**config.mk**
```make
export PLATFORM = sky130hd
export DESIGN_NAME = spb_prefetch
export DESIGN_NICKNAME = d
export VERILOG_FILES = /design/src/rtl/spb_pkg.sv /design/src/rtl/spb_pick.sv /design/src/rtl/spb_lru.sv /design/src/rtl/spb_stream.sv /design/src/rtl/spb_prefetch.sv
export SDC_FILE = /design/constraint.sdc
export NUM_CORES = 2
export LEC_CHECK = 0
export CAP_MARGIN = 20
export CORE_MARGIN = 2
export CORE_UTILIZATION = 40
export DETAILED_ROUTE_END_ITERATION = 7
export RECOVER_POWER = 25
export SLEW_MARGIN = 20
export SYNTH_ARGS = -nofsm -noshare
export SYNTH_HDL_FRONTEND = slang
export SYNTH_SLANG_ARGS = --single-unit
export TNS_END_PERCENT = 10
```
**constraint.sdc**
```tcl
create_clock -name clk -period 6.1 [get_ports clk]
set_input_delay 1.525 -clock clk [delete_from_list [all_inputs] [get_ports clk]]
set_output_delay 1.525 -clock clk [all_outputs]
set_load 0.005 [all_outputs]
```
**src/rtl/spb_pkg.sv**
```systemverilog
package spb_pkg;

    // State of one buffer slot
    typedef enum logic [1:0] {
        SL_FREE = 2'd0,   // never allocated
        SL_WANT = 2'd1,   // line address known, request not yet sent
        SL_PEND = 2'd2,   // request sent, fill outstanding
        SL_FULL = 2'd3    // line data present
    } slot_st_e;

    // Lookup engine state
    typedef enum logic {
        LK_IDLE = 1'b0,
        LK_WAIT = 1'b1
    } lk_st_e;

    function automatic int idx_bits(input int n);
        return (n > 1) ? $clog2(n) : 1;
    endfunction

endpackage

```
**src/rtl/spb_pick.sv**
```systemverilog
module spb_pick #(
    parameter int N = 4,
    localparam int W = spb_pkg::idx_bits(N)
) (
    input  logic [N-1:0] req_i,
    output logic         any_o,
    output logic [W-1:0] idx_o
);
    // Fixed priority: lowest index wins
    always_comb begin
        any_o = 1'b0;
        idx_o = '0;
        for (int i = 0; i < N; i++) begin
            if (!any_o && req_i[i]) begin
                any_o = 1'b1;
                idx_o = W'(i);
            end
        end
    end
endmodule

```
**src/rtl/spb_lru.sv**
```systemverilog
module spb_lru #(
    parameter int NBUF = 4,
    localparam int W = spb_pkg::idx_bits(NBUF)
) (
    input  logic         clk,
    input  logic         rst,
    input  logic         touch_i,
    input  logic [W-1:0] touch_idx_i,
    output logic [W-1:0] victim_o
);
    // Rank 0 = most recent, NBUF-1 = least recent
    logic [W-1:0] rank_q [NBUF];

    always_comb begin
        victim_o = '0;
        for (int i = 0; i < NBUF; i++) begin
            if (rank_q[i] == W'(NBUF - 1)) victim_o = W'(i);
        end
    end

    always_ff @(posedge clk) begin
        if (rst) begin
            for (int i = 0; i < NBUF; i++) rank_q[i] <= W'(NBUF - 1 - i);
        end else if (touch_i) begin
            for (int i = 0; i < NBUF; i++) begin
                if (W'(i) == touch_idx_i)
                    rank_q[i] <= '0;
                else if (rank_q[i] < rank_q[touch_idx_i])
                    rank_q[i] <= rank_q[i] + W'(1);
            end
        end
    end
endmodule

```
**src/rtl/spb_stream.sv**
```systemverilog
module spb_stream
    import spb_pkg::*;
#(
    parameter int LA_W    = 26,
    parameter int DATA_W  = 64,
    parameter int DEPTH   = 4,
    parameter int EPOCH_W = 2,
    localparam int SLOT_W = $clog2(DEPTH)
) (
    input  logic               clk,
    input  logic               rst,
    input  logic               alloc_i,
    input  logic [LA_W-1:0]    alloc_base_i,
    input  logic               pop_i,
    input  logic               issue_i,
    input  logic               fill_i,
    input  logic [SLOT_W-1:0]  fill_slot_i,
    input  logic [EPOCH_W-1:0] fill_epoch_i,
    input  logic [DATA_W-1:0]  fill_data_i,
    output logic               head_live_o,
    output logic               head_full_o,
    output logic [LA_W-1:0]    head_addr_o,
    output logic [DATA_W-1:0]  head_data_o,
    output logic               want_o,
    output logic [SLOT_W-1:0]  want_slot_o,
    output logic [LA_W-1:0]    want_addr_o,
    output logic [EPOCH_W-1:0] epoch_o
);
    slot_st_e            st_q   [DEPTH];
    logic [LA_W-1:0]     addr_q [DEPTH];
    logic [DATA_W-1:0]   data_q [DEPTH];
    logic [SLOT_W-1:0]   head_q;
    logic [EPOCH_W-1:0]  epoch_q;

    assign head_live_o = (st_q[head_q] != SL_FREE);
    assign head_full_o = (st_q[head_q] == SL_FULL);
    assign head_addr_o = addr_q[head_q];
    assign head_data_o = data_q[head_q];
    assign epoch_o     = epoch_q;

    // Oldest slot still waiting to be requested, scanning from the head
    always_comb begin
        want_o      = 1'b0;
        want_slot_o = '0;
        for (int k = 0; k < DEPTH; k++) begin
            logic [SLOT_W-1:0] s;
            s = head_q + SLOT_W'(k);
            if (!want_o && st_q[s] == SL_WANT) begin
                want_o      = 1'b1;
                want_slot_o = s;
            end
        end
    end
    assign want_addr_o = addr_q[want_slot_o];

    always_ff @(posedge clk) begin
        if (rst) begin
            head_q  <= '0;
            epoch_q <= '0;
            for (int i = 0; i < DEPTH; i++) begin
                st_q[i]   <= SL_FREE;
                addr_q[i] <= '0;
                data_q[i] <= '0;
            end
        end else if (alloc_i) begin
            // Restart: every slot reloaded, in-flight fills become stale
            head_q  <= '0;
            epoch_q <= epoch_q + EPOCH_W'(1);
            for (int i = 0; i < DEPTH; i++) begin
                st_q[i]   <= SL_WANT;
                addr_q[i] <= alloc_base_i + LA_W'(i);
            end
        end else begin
            if (issue_i)
                st_q[want_slot_o] <= SL_PEND;
            if (fill_i && st_q[fill_slot_i] == SL_PEND && fill_epoch_i == epoch_q) begin
                st_q[fill_slot_i]   <= SL_FULL;
                data_q[fill_slot_i] <= fill_data_i;
            end
            if (pop_i) begin
                st_q[head_q]   <= SL_WANT;
                addr_q[head_q] <= addr_q[head_q] + LA_W'(DEPTH);
                head_q         <= head_q + SLOT_W'(1);
            end
        end
    end
endmodule

```
**src/rtl/spb_prefetch.sv**
```systemverilog
module spb_prefetch
    import spb_pkg::*;
#(
    parameter int NBUF    = 4,
    parameter int DEPTH   = 4,
    parameter int LA_W    = 26,
    parameter int DATA_W  = 64,
    parameter int EPOCH_W = 2,
    localparam int BUF_W  = idx_bits(NBUF),
    localparam int SLOT_W = $clog2(DEPTH),
    localparam int ID_W   = BUF_W + SLOT_W + EPOCH_W
) (
    input  logic              clk,
    input  logic              rst,
    input  logic              miss_valid,
    input  logic [LA_W-1:0]   miss_addr,
    output logic              miss_ready,
    output logic              rsp_valid,
    output logic              rsp_hit,
    output logic [DATA_W-1:0] rsp_data,
    output logic              mem_req_valid,
    input  logic              mem_req_ready,
    output logic [LA_W-1:0]   mem_req_addr,
    output logic [ID_W-1:0]   mem_req_id,
    input  logic              mem_rsp_valid,
    input  logic [ID_W-1:0]   mem_rsp_id,
    input  logic [DATA_W-1:0] mem_rsp_data
);
    // Per-buffer views
    logic [NBUF-1:0]    head_live, head_full, want, hit_vec;
    logic [NBUF-1:0]    alloc, pop, issue, fill;
    logic [LA_W-1:0]    head_addr [NBUF];
    logic [DATA_W-1:0]  head_data [NBUF];
    logic [SLOT_W-1:0]  want_slot [NBUF];
    logic [LA_W-1:0]    want_addr [NBUF];
    logic [EPOCH_W-1:0] epoch     [NBUF];

    lk_st_e             lk_q;
    logic [BUF_W-1:0]   wait_idx_q;

    logic               accept, hit_any, want_any;
    logic [BUF_W-1:0]   hit_idx, want_idx, victim;

    logic [BUF_W-1:0]   fill_buf;
    logic [SLOT_W-1:0]  fill_slot;
    logic [EPOCH_W-1:0] fill_epoch;

    assign miss_ready = (lk_q == LK_IDLE);
    assign accept     = miss_valid && miss_ready;

    assign fill_buf   = mem_rsp_id[ID_W-1 -: BUF_W];
    assign fill_slot  = mem_rsp_id[EPOCH_W +: SLOT_W];
    assign fill_epoch = mem_rsp_id[EPOCH_W-1:0];

    // Head comparison
    always_comb begin
        for (int b = 0; b < NBUF; b++)
            hit_vec[b] = head_live[b] && (head_addr[b] == miss_addr);
    end

    spb_pick #(.N(NBUF)) hit_pick_i (
        .req_i (hit_vec),
        .any_o (hit_any),
        .idx_o (hit_idx)
    );

    spb_pick #(.N(NBUF)) req_pick_i (
        .req_i (want),
        .any_o (want_any),
        .idx_o (want_idx)
    );

    spb_lru #(.NBUF(NBUF)) lru_i (
        .clk         (clk),
        .rst         (rst),
        .touch_i     (accept),
        .touch_idx_i (hit_any ? hit_idx : victim),
        .victim_o    (victim)
    );

    // Per-buffer control strobes
    always_comb begin
        for (int b = 0; b < NBUF; b++) begin
            pop[b]   = ((lk_q == LK_IDLE) && accept && hit_any && hit_idx == BUF_W'(b) && head_full[b]) ||
                       ((lk_q == LK_WAIT) && wait_idx_q == BUF_W'(b) && head_full[b]);
            alloc[b] = accept && !hit_any && victim == BUF_W'(b);
            issue[b] = want_any && mem_req_ready && want_idx == BUF_W'(b);
            fill[b]  = mem_rsp_valid && fill_buf == BUF_W'(b);
        end
    end

    generate
        for (genvar g = 0; g < NBUF; g++) begin : g_buf
            spb_stream #(
                .LA_W    (LA_W),
                .DATA_W  (DATA_W),
                .DEPTH   (DEPTH),
                .EPOCH_W (EPOCH_W)
            ) stream_i (
                .clk          (clk),
                .rst          (rst),
                .alloc_i      (alloc[g]),
                .alloc_base_i (miss_addr + LA_W'(1)),
                .pop_i        (pop[g]),
                .issue_i      (issue[g]),
                .fill_i       (fill[g]),
                .fill_slot_i  (fill_slot),
                .fill_epoch_i (fill_epoch),
                .fill_data_i  (mem_rsp_data),
                .head_live_o  (head_live[g]),
                .head_full_o  (head_full[g]),
                .head_addr_o  (head_addr[g]),
                .head_data_o  (head_data[g]),
                .want_o       (want[g]),
                .want_slot_o  (want_slot[g]),
                .want_addr_o  (want_addr[g]),
                .epoch_o      (epoch[g])
            );
        end
    endgenerate

    assign mem_req_valid = want_any;
    assign mem_req_addr  = want_addr[want_idx];
    assign mem_req_id    = {want_idx, want_slot[want_idx], epoch[want_idx]};

    // Lookup engine and response register
    always_ff @(posedge clk) begin
        if (rst) begin
            lk_q       <= LK_IDLE;
            wait_idx_q <= '0;
            rsp_valid  <= 1'b0;
            rsp_hit    <= 1'b0;
            rsp_data   <= '0;
        end else begin
            rsp_valid <= 1'b0;
            if (lk_q == LK_IDLE) begin
                if (accept) begin
                    if (hit_any && head_full[hit_idx]) begin
                        rsp_valid <= 1'b1;
                        rsp_hit   <= 1'b1;
                        rsp_data  <= head_data[hit_idx];
                    end else if (hit_any) begin
                        lk_q       <= LK_WAIT;
                        wait_idx_q <= hit_idx;
                    end else begin
                        rsp_valid <= 1'b1;
                        rsp_hit   <= 1'b0;
                        rsp_data  <= '0;
                    end
                end
            end else if (head_full[wait_idx_q]) begin
                rsp_valid <= 1'b1;
                rsp_hit   <= 1'b1;
                rsp_data  <= head_data[wait_idx_q];
                lk_q      <= LK_IDLE;
            end
        end
    end
endmodule

```
Word-level counts from Yosys, hierarchy flattened:

Memories as Yosys holds them, arrays and structs flattened. A register that Yosys moved wholly into a read port is not among the register bits.
Index checks and enable logic that the tools add are counted.

* register bits: 85
* bits in writable memories: 1480
* input port bits: 101
* output and inout port bits: 100
* word-level logic and storage cells: 598
* memories kept: 13

* add/sub/neg operators: 28
* $lt $le $gt $ge: 9
* equal/unequal tests: 55
* muxes and demuxes: 311
* bitwise operators: 45
* reduce and logical (&&, ||, !) cells: 124

Memories
* g_buf[0].stream_i.data_q: words 4, bits a word 64, read ports 1, clocked after memory_dff 1, wr ports 4, line spb_stream.sv:31 `logic [DATA_W-1:0] data_q [DEPTH];`
* g_buf[1].stream_i.data_q: words 4, bits a word 64, read ports 1, clocked after memory_dff 1, wr ports 4, line spb_stream.sv:31
* g_buf[2].stream_i.data_q: words 4, bits a word 64, read ports 1, clocked after memory_dff 1, wr ports 4, line spb_stream.sv:31
* g_buf[3].stream_i.data_q: words 4, bits a word 64, read ports 1, clocked after memory_dff 1, wr ports 4, line spb_stream.sv:31
* g_buf[0].stream_i.addr_q: words 4, bits a word 26, read ports 2, clocked after memory_dff 1, wr ports 4, line spb_stream.sv:30 `logic [LA_W-1:0] addr_q [DEPTH];`
* g_buf[1].stream_i.addr_q: words 4, bits a word 26, read ports 2, clocked after memory_dff 1, wr ports 4, line spb_stream.sv:30
* 7 more memories

Operators by type and width (count)
* $mux 64: 13
* $mux 26: 22
* $bmux 64 s2: 2
* $reduce_or 64->1: 4
* $mux 2: 107
* $mux 1: 162
* $add 26x3->26 const B: 4
* $eq 26x26->1: 4
* $reduce_or 26->1: 4
* $logic_and 1x1->1: 64
* $add 26x1->26 const B: 2
* $add 26x2->26 const B: 2
* $bmux 26 s2: 1
* $eq 2x1->1 const B: 21
* $eq 2x2->1 const B: 21
* $or 1x1->1: 40
* $reduce_or 2->1: 16
* $add 2x1->2 const B: 12
* $logic_not 1->1: 19
* $add 2x2->2 const B: 8
* $logic_not 2->1: 6
* $reduce_bool 2->1: 5
* $ge 3x3->1 const B: 3
* $not 2->3: 3
* other kinds (13): 27

Logic depth before layout (Yosys ltp):

* depth after elaboration: 29
* gate-level depth with buffers: 18
* gate-level depth less buffers: 12

Cells and area by module:

Synthesis repeated with hierarchy kept, for this count alone.

* cell total of the unflattened synthesis: 6444
* area, all modules: 85524.5 um^2

Modules (own cells, without submodules)
* spb_stream (g_buf[1].stream_i): instances 1, cells each 1382, area an instance 19058.3 um^2, seq. area each 11090.6 um^2
* spb_stream (g_buf[0].stream_i): instances 1, cells each 1359, area an instance 18998.2 um^2, seq. area each 11090.6 um^2
* spb_stream (g_buf[2].stream_i): instances 1, cells each 1349, area an instance 18856.8 um^2, seq. area each 11090.6 um^2
* spb_stream (g_buf[3].stream_i): instances 1, cells each 1459, area an instance 18829.3 um^2, seq. area each 11090.6 um^2
* spb_prefetch: instances 1, cells each 810, area an instance 8988.6 um^2, seq. area each 1381.3 um^2
* spb_lru: instances 1, cells each 71, area an instance 723.2 um^2, seq. area each 240.2 um^2
* spb_pick: instances 2, cells each 7, area an instance 35.0 um^2, seq. area each 0.0 um^2

Least setup slack after synthesis:

No wires, ideal clock.

* path type: input -> register
* from: input miss_addr[24]
* to: memory g_buf[1].stream_i.data_q[1][0], enable pin
* library setup time: 0.688 ns
* data arrival time: 5.177 ns
* data required time: 5.412 ns
* setup slack: 0.235 ns
* cell stages on the path: 15
* path buffers: 4
* path through: buf_1 nor2_1 mux2_2 a221oi_1 nor3_1 nand3_1 nand3_2 or4_1 buf_4 nand2_4 nor3_4 buf_4 buf_6 nand2_1 nand2_1

RTL lines
* from (decl): line spb_prefetch.sv:16 `input logic [LA_W-1:0] miss_addr,`
* to (decl): line spb_stream.sv:31

==> key figures <==
Status
  • Outcome: finished, final reports clean

Synth
  • Post-synthesis cell type count: 109
  • Avg Cell Area, Syn: 12.53 um2
  • Number of flops mapped to enable cells by yosys: 1,448
  • Sequential element share of the synthesized area: 0.5576
  • Syn Inst Count: 6,580
  • Post-Syn Nets: 6,708
  • Yosys reg bits: 1,573
  • YS warnings: 0
  • Largest area contributor in the netlist: edfxtp_1
  • Ys async rst share: 0
  • Top cells by area, synth: edfxtp_1, mux4_2, and3_1, o22ai_1, dfxtp_1
  • Most frequently used flop master after synthesis: edfxtp_1
  • Area share of the largest cell type after synthesis: 0.5273
  • Post-Syn Area: 82,460 um2

Routing
  • Routed vias/inst: 6.413
  • Starting DRT DRC Count: 8,401
  • Drt drc: 0
  • Post-route ant nets: 0
  • Final WL: 312,600 um
  • Drt wl/cell: 32.44 um
  • DR pass1 iterations: 6
  • Routed vias: 61,795

Clock tree
  • Clk_lat worst skew: 0.85 ns
  • Root buffer cell: clkbuf_16
  • Max Root-Sink Buffers: 3
  • H-tree depth: 4
  • Clk pin slew, worst setup/hold paths: 0.06 ns
  • Clock sinks: 1,573
  • CTS tree: built
  • Num CTS Buffers: 173

Critical path
  • Critical path launch point type: flip-flop
  • Data required time of the critical path: 4.58 ns
  • Crit-path cells: mux4_2 > nor2b_1 > nor2b_1 > o2111ai_1 > and2_0 > nor2_2 > buf_4 > a311oi_1 > o21ai_1 > o221ai_1 > clkdlybuf4s50_1
  • CP Capture Type: output port
  • Worst Setup Path Type: flip-flop to output port
  • Worst stage delay on the critical path: 0.63 ns
  • Worst Path Arrival: 4.56 ns
  • Critical path's slowest cell: mux4_2
  • CP max FO: 15
  • CP most frequent cell: nor2b_1

Timing
  • Unrepaired setup endpoints after global routing: yes
  • Final Cycle Share: 0.9969
  • Max transition margin: 0.1265
  • # setup viols final: 0
  • Minimum clock period: 6.081 ns
  • Worst clock skew: 0.06250 ns
  • Worst-margin pin slew: 1.310 ns
  • Setup TNS: 0 ns
  • Max-slew violations: 0
  • FMAX: 0.1644 GHz
  • Hold Slack: 0.4916 ns
  • Final Hold Fails: 0

Run
  • Max-cap viol count: 0

Cells and area
  • Area added between synthesis and finish: 16.08%
  • Non-Filler Instances: 9,636
  • Share of layout cells above drive strength 1: 0.1825
  • Nets: 6,921
  • Fin util: 0.4674

Floorplanning
  • Core area: 204,800 um2
  • Initial Utilization: 0.4027
  • Die Ht: 458.1 um
  • Die area: 209,800 um2
  • Top-Level Pins: 201
  • Die Span X: 458.1 um
  • Cell Rows: 166

Placement
  • I/O Buffers: 200
  • GPL Wtd Cong: 0.9782
  • Placed insts: 9,298
  • Post-DP HPWL: 199,400 um

Global routing
  • Vias in the first global route: 60,927
  • Total GRT Usage: 0.2920
  • Initial antenna violation count: 25
  • Pin count of the biggest net entering global routing: 177
  • Grt ovf: 0
  • Global-route wire length before repair: 444,200 um

Pwr
  • Leakage: 35.65 nW
  • Pwr dens: 310.4 nW/um2
  • VDD IR max: 317.5 uV

Worst hold path
  • Worst hold path type: flip-flop to flip-flop
worst max-delay path, delay by kind of cell, from the launching register on:
family / cells / cell delay [ns]
buffers and inverters: 2 / 0.95
and+or+nand+nor: 4 / 0.89
AOI/OAI and AO/OA: 4 / 0.89
muxes: 1 / 0.63
DFF: 1 / 0.37
per-layer routing:
layer,vias up,track usage,part of all wire
met5,-,0,0.00016
met2,3912,0.4657,0.46
met4,8,0.1416,0.054
met3,805,0.06204,0.11
met1,31270,0.3788,0.38
li1,25800,-,-
power breakdown:
group	switching (W)	internal (W)
combinational	0.00407	0.00220
clock	0.00457	0.00603
sequential	0.000320	0.0125
flip-flops by register name (all words and copies together) (netlist names), named ones only:
signal / count
g_buf.stream_i.addr_q: 416
g_buf.stream_i.data_q: 1024
g_buf.stream_i.epoch_o: 8
g_buf.stream_i.head_q: 8
g_buf.stream_i.st_q: 32
lk_q: 1
lru_i.rank_q: 8
rsp_data: 64
rsp_hit: 1
rsp_valid: 1
wait_idx_q: 2
kinds of logic (layout without fill, tap and decap cells):
group / Yosys count / count (layout) / synth area share
buffers and inverters: 738 / 1095 / 0.03854
DFF: 1573 / 1573 / 0.5576
adders and majority gates: 29 / 29 / 0.004355
and+or+nand+nor: 2242 / 2242 / 0.1474
xor gates and xnor gates: 297 / 297 / 0.03173
other: 0 / 10 / 0
muxes: 598 / 598 / 0.1300
AOI/OAI and AO/OA: 1103 / 1104 / 0.09034
Yosys cell counts (all sizes together), types with 104 or more instances:
cell type / n
edfxtp: 1448
and3: 648
o22ai: 480
clkbuf: 434
nor2: 412
mux4: 371
nand2: 356
and2: 326
xnor2: 193
buf: 191
nor3: 158
a211oi: 154
mux2i: 150
dfxtp: 125
a22oi: 123
nor2b: 113
inv: 111
a21oi: 107
xor2: 104
cell type report:
cell class,count,area (um2)
fillers,18166,109100
repair buffers,662,6618
flip-flops and latches,1573,46020
multi-input cells,4270,33550
inverters,113,430.4
clock buffers,248,4842
diodes,10,25.02
well taps,2688,3363
clock inverters,72,877.1
layout by cell type (no fill, tap or decap), drive strengths merged, types with 154 or more instances in the layout:
master / count
buf: 439
and3: 648
mux4: 371
and2: 326
a211oi: 154
edfxtp: 1448
xnor2: 193
nor3: 158
o22ai: 480
nand2: 356
nor2: 412
clkbuf: 274
repair_timing:
item                                    4_1_cts  5_1_grt
hold buffers                                  0        0
setup buffers                                 5        1
pin swaps                                     2        1
gates resized for setup                      42       10
endpoints found under the setup margin       30       22
gates cloned                                  2        0
final timing paths:
check	start	endpoint	slack, ns	cells after the start
worst min-delay path	rsp_data[5]	rsp_data[5]	0.49	2
worst min register to register	rsp_data[5]	rsp_data[5]	0.49	2
worst max-delay path	flip-flop	mem_req_addr[19]	0.02	11
worst max register to register	flip-flop	g_buf[0].stream_i.data_q[3][58]	0.03	13
per-stage QoR:
step / power (W) / area [um2] / worst slack, ns
after floorplan: 0.01582 / 82460 / 0.2353
after global placement: 0.01904 / 90160 / 0.2458
after detailed placement: 0.01913 / 90160 / 0.2313
after CTS: 0.02963 / 96020 / -0.01548
after global routing: 0.03047 / 95720 / -0.07868
final: 0.02971 / 95730 / 0.01869
No activity file was read; power rests on OpenSTA's default activity.
